===== src/rtl/ss_sup_pkg.sv =====
package ss_sup_pkg;
    typedef enum logic [2:0] {
        ST_LOCK      = 3'd0,
        ST_SOFTSTART = 3'd1,
        ST_RUN       = 3'd2,
        ST_SOFTSTOP  = 3'd3,
        ST_DISABLED  = 3'd4
    } sup_state_e;

    typedef enum logic [1:0] {
        RAMP_HOLD  = 2'd0,
        RAMP_UP    = 2'd1,
        RAMP_DOWN  = 2'd2,
        RAMP_CLEAR = 2'd3
    } ramp_op_e;
endpackage


===== src/rtl/sup_uvlo_hyst.sv =====
module sup_uvlo_hyst #(
    parameter int SUP_W   = 8,
    parameter int ON_LVL  = 176,
    parameter int OFF_LVL = 144
) (
    input  logic             clk,
    input  logic             rst_n,
    input  logic [SUP_W-1:0] supply_code,
    output logic             locked
);
    logic locked_d, locked_q;

    always_comb begin
        locked_d = locked_q;
        if (locked_q && (int'(supply_code) > ON_LVL))
            locked_d = 1'b0;
        else if (!locked_q && (int'(supply_code) < OFF_LVL))
            locked_d = 1'b1;
    end

    always_ff @(posedge clk or negedge rst_n) begin
        if (!rst_n) locked_q <= 1'b1;
        else        locked_q <= locked_d;
    end

    assign locked = locked_q;

    // inside the hysteresis band the lockout state does not move
    a_r2_band_hold: assert property (@(posedge clk) disable iff (!rst_n)
        (int'(supply_code) >= OFF_LVL && int'(supply_code) <= ON_LVL) |=> $stable(locked_q));
    // a high supply always ends up released
    a_r2_release: assert property (@(posedge clk) disable iff (!rst_n)
        (int'(supply_code) > ON_LVL) |=> !locked_q);
endmodule


===== src/rtl/sup_ramp_gen.sv =====
module sup_ramp_gen
    import ss_sup_pkg::*;
#(
    parameter int RAMP_W    = 10,
    parameter int RISE_STEP = 4,
    parameter int FALL_MULT = 10
) (
    input  logic              clk,
    input  logic              rst_n,
    input  ramp_op_e          op,
    output logic [RAMP_W-1:0] ramp
);
    localparam int RAMP_MAX  = (1 << RAMP_W) - 1;
    localparam int FALL_STEP = RISE_STEP * FALL_MULT;

    logic [RAMP_W-1:0] ramp_d, ramp_q;
    logic [RAMP_W:0]   sum_w;

    always_comb begin
        sum_w  = {1'b0, ramp_q} + (RAMP_W+1)'(RISE_STEP);
        ramp_d = ramp_q;
        unique case (op)
            RAMP_UP:    ramp_d = (int'(sum_w) > RAMP_MAX) ? RAMP_W'(RAMP_MAX) : sum_w[RAMP_W-1:0];
            RAMP_DOWN:  ramp_d = (int'(ramp_q) > FALL_STEP) ? ramp_q - RAMP_W'(FALL_STEP) : '0;
            RAMP_CLEAR: ramp_d = '0;
            default:    ramp_d = ramp_q;
        endcase
    end

    always_ff @(posedge clk or negedge rst_n) begin
        if (!rst_n) ramp_q <= '0;
        else        ramp_q <= ramp_d;
    end

    assign ramp = ramp_q;

    // a down step never increases the ramp
    a_r6_down_monotone: assert property (@(posedge clk) disable iff (!rst_n)
        (op == RAMP_DOWN) |=> (ramp_q <= $past(ramp_q)));
    // an up step never decreases the ramp
    a_r5_up_monotone: assert property (@(posedge clk) disable iff (!rst_n)
        (op == RAMP_UP) |=> (ramp_q >= $past(ramp_q)));
endmodule


===== src/rtl/softstart_supervisor.sv =====
module softstart_supervisor
    import ss_sup_pkg::*;
#(
    parameter int SUP_W     = 8,
    parameter int UVLO_ON   = 176,
    parameter int UVLO_OFF  = 144,
    parameter int CS_W      = 8,
    parameter int OC_LEVEL  = 128,
    parameter int RAMP_W    = 10,
    parameter int RISE_STEP = 4,
    parameter int FALL_MULT = 10
) (
    input  logic              clk,
    input  logic              rst_n,
    input  logic [SUP_W-1:0]  supply_code,
    input  logic              ref_good,
    input  logic              disable_req,
    input  logic [CS_W-1:0]   isense,
    input  logic [RAMP_W-1:0] pwm_cmd_in,
    output logic [RAMP_W-1:0] ramp_level,
    output logic [RAMP_W-1:0] pwm_cmd_out,
    output logic              drive_en,
    output logic              low_power
);
    localparam int RAMP_MAX  = (1 << RAMP_W) - 1;
    localparam int EXIT_LVL  = RAMP_MAX / 10;
    localparam int TOP_LVL   = RAMP_MAX - RISE_STEP;

    typedef struct packed {
        sup_state_e st;
        ramp_op_e   op;
    } nxt_t;

    nxt_t       nx;
    sup_state_e st_q;
    logic       locked;
    logic       oc_hit;
    logic       hard_off;
    logic [RAMP_W-1:0] ramp_q;

    sup_uvlo_hyst #(.SUP_W(SUP_W), .ON_LVL(UVLO_ON), .OFF_LVL(UVLO_OFF)) u_uvlo (
        .clk(clk), .rst_n(rst_n), .supply_code(supply_code), .locked(locked)
    );

    sup_ramp_gen #(.RAMP_W(RAMP_W), .RISE_STEP(RISE_STEP), .FALL_MULT(FALL_MULT)) u_ramp (
        .clk(clk), .rst_n(rst_n), .op(nx.op), .ramp(ramp_q)
    );

    assign oc_hit   = int'(isense) >= OC_LEVEL;
    assign hard_off = !ref_good || disable_req;

    always_comb begin
        nx.st = st_q;
        nx.op = RAMP_HOLD;
        if (locked) begin
            nx.st = ST_LOCK;
            nx.op = RAMP_CLEAR;
        end else if (hard_off) begin
            nx.st = ST_DISABLED;
            nx.op = RAMP_CLEAR;
        end else if (st_q == ST_SOFTSTOP) begin
            if (int'(ramp_q) < EXIT_LVL) begin
                nx.st = ST_SOFTSTART;
                nx.op = RAMP_UP;
            end else begin
                nx.op = RAMP_DOWN;
            end
        end else if (oc_hit) begin
            nx.st = ST_SOFTSTOP;
            nx.op = RAMP_DOWN;
        end else begin
            unique case (st_q)
                ST_LOCK, ST_DISABLED: nx.st = ST_SOFTSTART;
                ST_SOFTSTART: begin
                    nx.op = RAMP_UP;
                    if (int'(ramp_q) >= TOP_LVL) nx.st = ST_RUN;
                end
                default: nx.op = RAMP_HOLD;
            endcase
        end
    end

    always_ff @(posedge clk or negedge rst_n) begin
        if (!rst_n) st_q <= ST_LOCK;
        else        st_q <= nx.st;
    end

    always_comb begin
        drive_en = ((st_q == ST_SOFTSTART) || (st_q == ST_RUN))
                   && !locked && !hard_off && !oc_hit;
        if (!drive_en)               pwm_cmd_out = '0;
        else if (pwm_cmd_in < ramp_q) pwm_cmd_out = pwm_cmd_in;
        else                          pwm_cmd_out = ramp_q;
    end

    assign ramp_level = ramp_q;
    assign low_power  = locked;

    // a bad reference empties the ramp by the next edge
    a_r3_ref_clear: assert property (@(posedge clk) disable iff (!rst_n)
        !ref_good |=> (ramp_q == '0));
    // any hard fault drops the drive in the same cycle
    a_r4_fault_no_drive: assert property (@(posedge clk) disable iff (!rst_n)
        (locked || !ref_good || disable_req) |-> !drive_en);
    // the command never exceeds the ramp
    a_r8_clamp: assert property (@(posedge clk) disable iff (!rst_n)
        pwm_cmd_out <= ramp_q);
    // overcurrent inside a soft-stop does not restart the fall from above
    a_r7_no_retrigger: assert property (@(posedge clk) disable iff (!rst_n)
        (st_q == ST_SOFTSTOP && !locked && !hard_off && int'(ramp_q) >= EXIT_LVL)
        |=> (st_q == ST_SOFTSTOP) && (ramp_q < $past(ramp_q) || ramp_q == '0));
    // run is only ever held at full scale
    a_r5_run_full: assert property (@(posedge clk) disable iff (!rst_n)
        (st_q == ST_RUN) |-> (int'(ramp_q) == RAMP_MAX));
endmodule


===== config.mk =====
export PLATFORM = sky130hd
export DESIGN_NAME = softstart_supervisor
export DESIGN_NICKNAME = d
export VERILOG_FILES = /design/src/rtl/ss_sup_pkg.sv /design/src/rtl/sup_uvlo_hyst.sv /design/src/rtl/sup_ramp_gen.sv /design/src/rtl/softstart_supervisor.sv
export SDC_FILE = /design/constraint.sdc
export NUM_CORES = 1
export LEC_CHECK = 0
export BUFFER_PORTS_ARGS = -buffer_cell sky130_fd_sc_hd__buf_2
export CORE_ASPECT_RATIO = 0.9
export CORE_UTILIZATION = 50
export CTS_CLUSTER_DIAMETER = 80
export CTS_CLUSTER_SIZE = 30
export DETAILED_ROUTE_END_ITERATION = 12
export HOLD_SLACK_MARGIN = 0.05
export PLACE_DENSITY = 0.8
export REMOVE_ABC_BUFFERS = 1
export SLEW_MARGIN = 20
export SYNTH_ARGS = -nofsm -noshare
export SYNTH_HDL_FRONTEND = slang
export SYNTH_SLANG_ARGS = --single-unit

===== constraint.sdc =====
create_clock -name clk -period 2.9 [get_ports clk]
set_input_delay 0.58 -clock clk [delete_from_list [all_inputs] [get_ports clk]]
set_output_delay 0.58 -clock clk [all_outputs]
set_load 0.02 [all_outputs]

==> flow_summary_export.csv <==
group,metric,value,unit
logic_synthesis,synth_area,1490,µm²
clock_tree,clock_path_buffers,2,
logic_synthesis,ys_ff_latch,13,
logic_synthesis,ys_types,48,
layout,nNetsFinal,287,
setup_path,end_kind,"primary output",
setup_path,worstPathMaxFanout,10,
clock_tree,cts_tree,"done",
logic_synthesis,synth-main-ff-cell,"dfrtp_1",
place,place_congestion,0.938,
layout,area_growth,26.8,%
clock_tree,numCtsBuffers,3,
clock_tree,worstSkewPairLatency,0.29,ns
place,dp_hpwl,3140,µm
logic_synthesis,synthCells,190,
drt,drt_iter0_markers,116,
drt,vias,1630,
timing,period_share,0.984,
timing,worst_pin_slew,0.781,ns
grt,grt_max_degree,14,
worst_hold_path,hold_class,"primary input to asynchronous set/reset pin",
grt,gr-usage-all-layers,0.280,
power,p_per_area,233,nW/µm²
power,p_leak,0.890,nW
floorplan,die_w,59.5,µm
clock_tree,root_buffer,"clkbuf_4",
grt,grt_pass1_vias,1391,
timing,fmax,350,MHz
timing,fin_ws,0.0450,ns
logic_synthesis,ys_seq_area_frac,0.219,
grt,grt_pass1_wl,6540,µm
logic_synthesis,async_flop_share,1.00,
setup_path,critPathKind,"flop to primary output",
logic_synthesis,syn_area_per_cell,7.84,µm²
logic_synthesis,yosysWarningCount,0,
timing,slew_headroom,0.478,
layout,final_cell_mix,"buf_2, nor2_1, buf_4",
power,finalPower,440,µW
place,dp_slack,0.0297,ns
grt,antenna_found_initial,0,
clock_tree,h-tree-depth,1,
setup_path,required,2.32,ns
setup_path,worstPathArrival,2.28,ns
timing,drv_slew,0,
timing,rsz0062_at_grt,"true",
drt,drc,0,
layout,final_util,0.677,
floorplan,core_area,2790,µm²
clock_tree,clkTransAtPathRegs,0.09,ns
layout,layout-drive-gt1-share,0.307,
drt,final_antenna_net_count,0,
floorplan,fp-row-count,18,
setup_path,worstSetupStartpointType,"flop",
drt,vias_per_cell,5.80,
drt,drtPass1Iterations,4,
clock_tree,hold_buffers,0,
floorplan,num_io_pins,52,
grt,grt_overflow_total,0,
outcome,status,"finished, final reports clean",
logic_synthesis,synth_edf_count,0,
clock_tree,cts.sinks,13,
drt,drt-wirelength-per-cell,15.0,µm
timing,finClkSkew,0.00624,ns
floorplan,dieArea,3200,µm²
timing,period_minus_slack,2.86,ns
place,io_buffers,44,
layout,diodes,0,
drt,drt_wl_total,4210,µm
floorplan,start_util,0.534,
layout,fillers,267,
timing,hold_violations,0,
floorplan,fp.dieH,53.8,µm
run,maxCapViolations,0,
layout,final_common_cell,"buf_2",
timing,setup_violations,0,
power,peakVddDrop,0.000299,V
==> final cells by class <==
type | count | area (µm²) | share of cell area
tap | 40 | 50.0 | 0.0265
multi-input combinational | 154 | 1090 | 0.576
clock inverter | 1 | 5.00 | 0.00265
sequential | 13 | 327 | 0.173
timing repair buffer | 59 | 355 | 0.188
clock buffer | 3 | 22.5 | 0.0119
inverter | 11 | 41.3 | 0.0219
==> where the power goes <==
part | leakage (nW) | total (mW) | switching, mW | internal (mW)
Sequential | 0.176 | 0.192 | 0.00496 | 0.187
Combinational | 0.697 | 0.130 | 0.0708 | 0.0594
Clock | 0.0177 | 0.118 | 0.0668 | 0.0513
Total | 0.890 | 0.440 | 0.143 | 0.298
==> final timing paths <==
| path | start | end | slack [ns] | cells after the start |
|---|---|---|---|---|
| max | u_ramp.ramp[7]$_DFFE_PN0P_ | pwm_cmd_out[6] | 0.04 | 9 |
| min | rst_n | u_ramp.ramp[5]$_DFFE_PN0P_ | 0.17 | 1 |
| max reg2reg | u_ramp.ramp[2]$_DFFE_PN0P_ | u_ramp.ramp[6]$_DFFE_PN0P_ | 0.45 | 7 |
| min reg2reg | u_uvlo.locked$_DFFE_PN1P_ | u_uvlo.locked$_DFFE_PN1P_ | 0.56 | 2 |
| max in group asynchronous | rst_n | u_uvlo.locked$_DFFE_PN1P_ | 2.44 | 1 |
| min in group clk | supply_code[7] | u_uvlo.locked$_DFFE_PN1P_ | 0.42 | 2 |
==> cell families (layout without fill, tap and decap cells) <==
logic type / after synthesis / in the layout / share of synthesized area
XOR/XNOR: 3 / 3 / 0.0176
multiplexers: 11 / 11 / 0.0739
AO/OA/AOI/OAI: 54 / 54 / 0.253
AND/OR/NAND/NOR: 71 / 71 / 0.238
buffers and inverters: 23 / 74 / 0.0722
adder cells (fa/ha/maj): 15 / 15 / 0.126
flip-flops: 13 / 13 / 0.219
==> metal layers <==
metal | wire (µm) | global-route usage | up-vias
met5 | 0 | 0 | -
met4 | 52 | 0.0581 | 0
met3 | 360 | 0.0721 | 6
met2 | 1900 | 0.425 | 62
met1 | 1900 | 0.401 | 758
li1 | - | - | 804
==> sequential cells by signal, indices dropped and copies added (netlist names) <==
signal	count
st_q	3
u_ramp.ramp	9
u_uvlo.locked	1
==> worst max-delay path, cell delays in order (launching register included) <==
cell	delay, ns
dfrtp_1	0.39
inv_2	0.09
ha_4	0.20
a2111o_1	0.43
a211oi_2	0.23
nor3_2	0.10
buf_12	0.16
mux2i_1	0.12
nor2_1	0.09
buf_2	0.18
==> synthesized netlist by cell type (3+ instances only) <==
master | instances | area [µm²]
nand3_1 | 5 | 25.0
nor3_1 | 7 | 35.0
nor4_1 | 3 | 18.8
buf_2 | 5 | 25.0
a21oi_1 | 4 | 20.0
nor2_1 | 25 | 93.8
nand4_1 | 3 | 18.8
ha_1 | 15 | 188
a22oi_1 | 4 | 30.0
clkbuf_1 | 4 | 15.0
a31oi_1 | 5 | 31.3
inv_1 | 11 | 41.3
nor2b_1 | 4 | 25.0
nand2_1 | 12 | 45.0
o21a_1 | 3 | 22.5
o21ai_1 | 5 | 25.0
o21ai_0 | 15 | 75.1
mux2i_1 | 11 | 110
dfrtp_1 | 12 | 300
==> timing repair <==
item,4_1_cts,5_1_grt
setup endpoints to repair,3,10
endpoints found under the hold margin,0,0
resized for setup,2,10
buffers inserted,0,4
==> stage by stage <==
stage | hold slack (ns) | cell area (µm²) | std cells | TNS, ns
2_1_floorplan | 0.284 | 1420 | 178 | -5.34
3_3_place_gp | 0.490 | 1790 | 273 | 0
3_5_place_dp | 0.492 | 1790 | 273 | 0
4_1_cts | 0.176 | 1830 | 277 | 0
5_1_grt | 0.180 | 1890 | 281 | -0.0725
6_report | 0.167 | 1890 | 281 | 0
(Power assumes the default switching activity.)
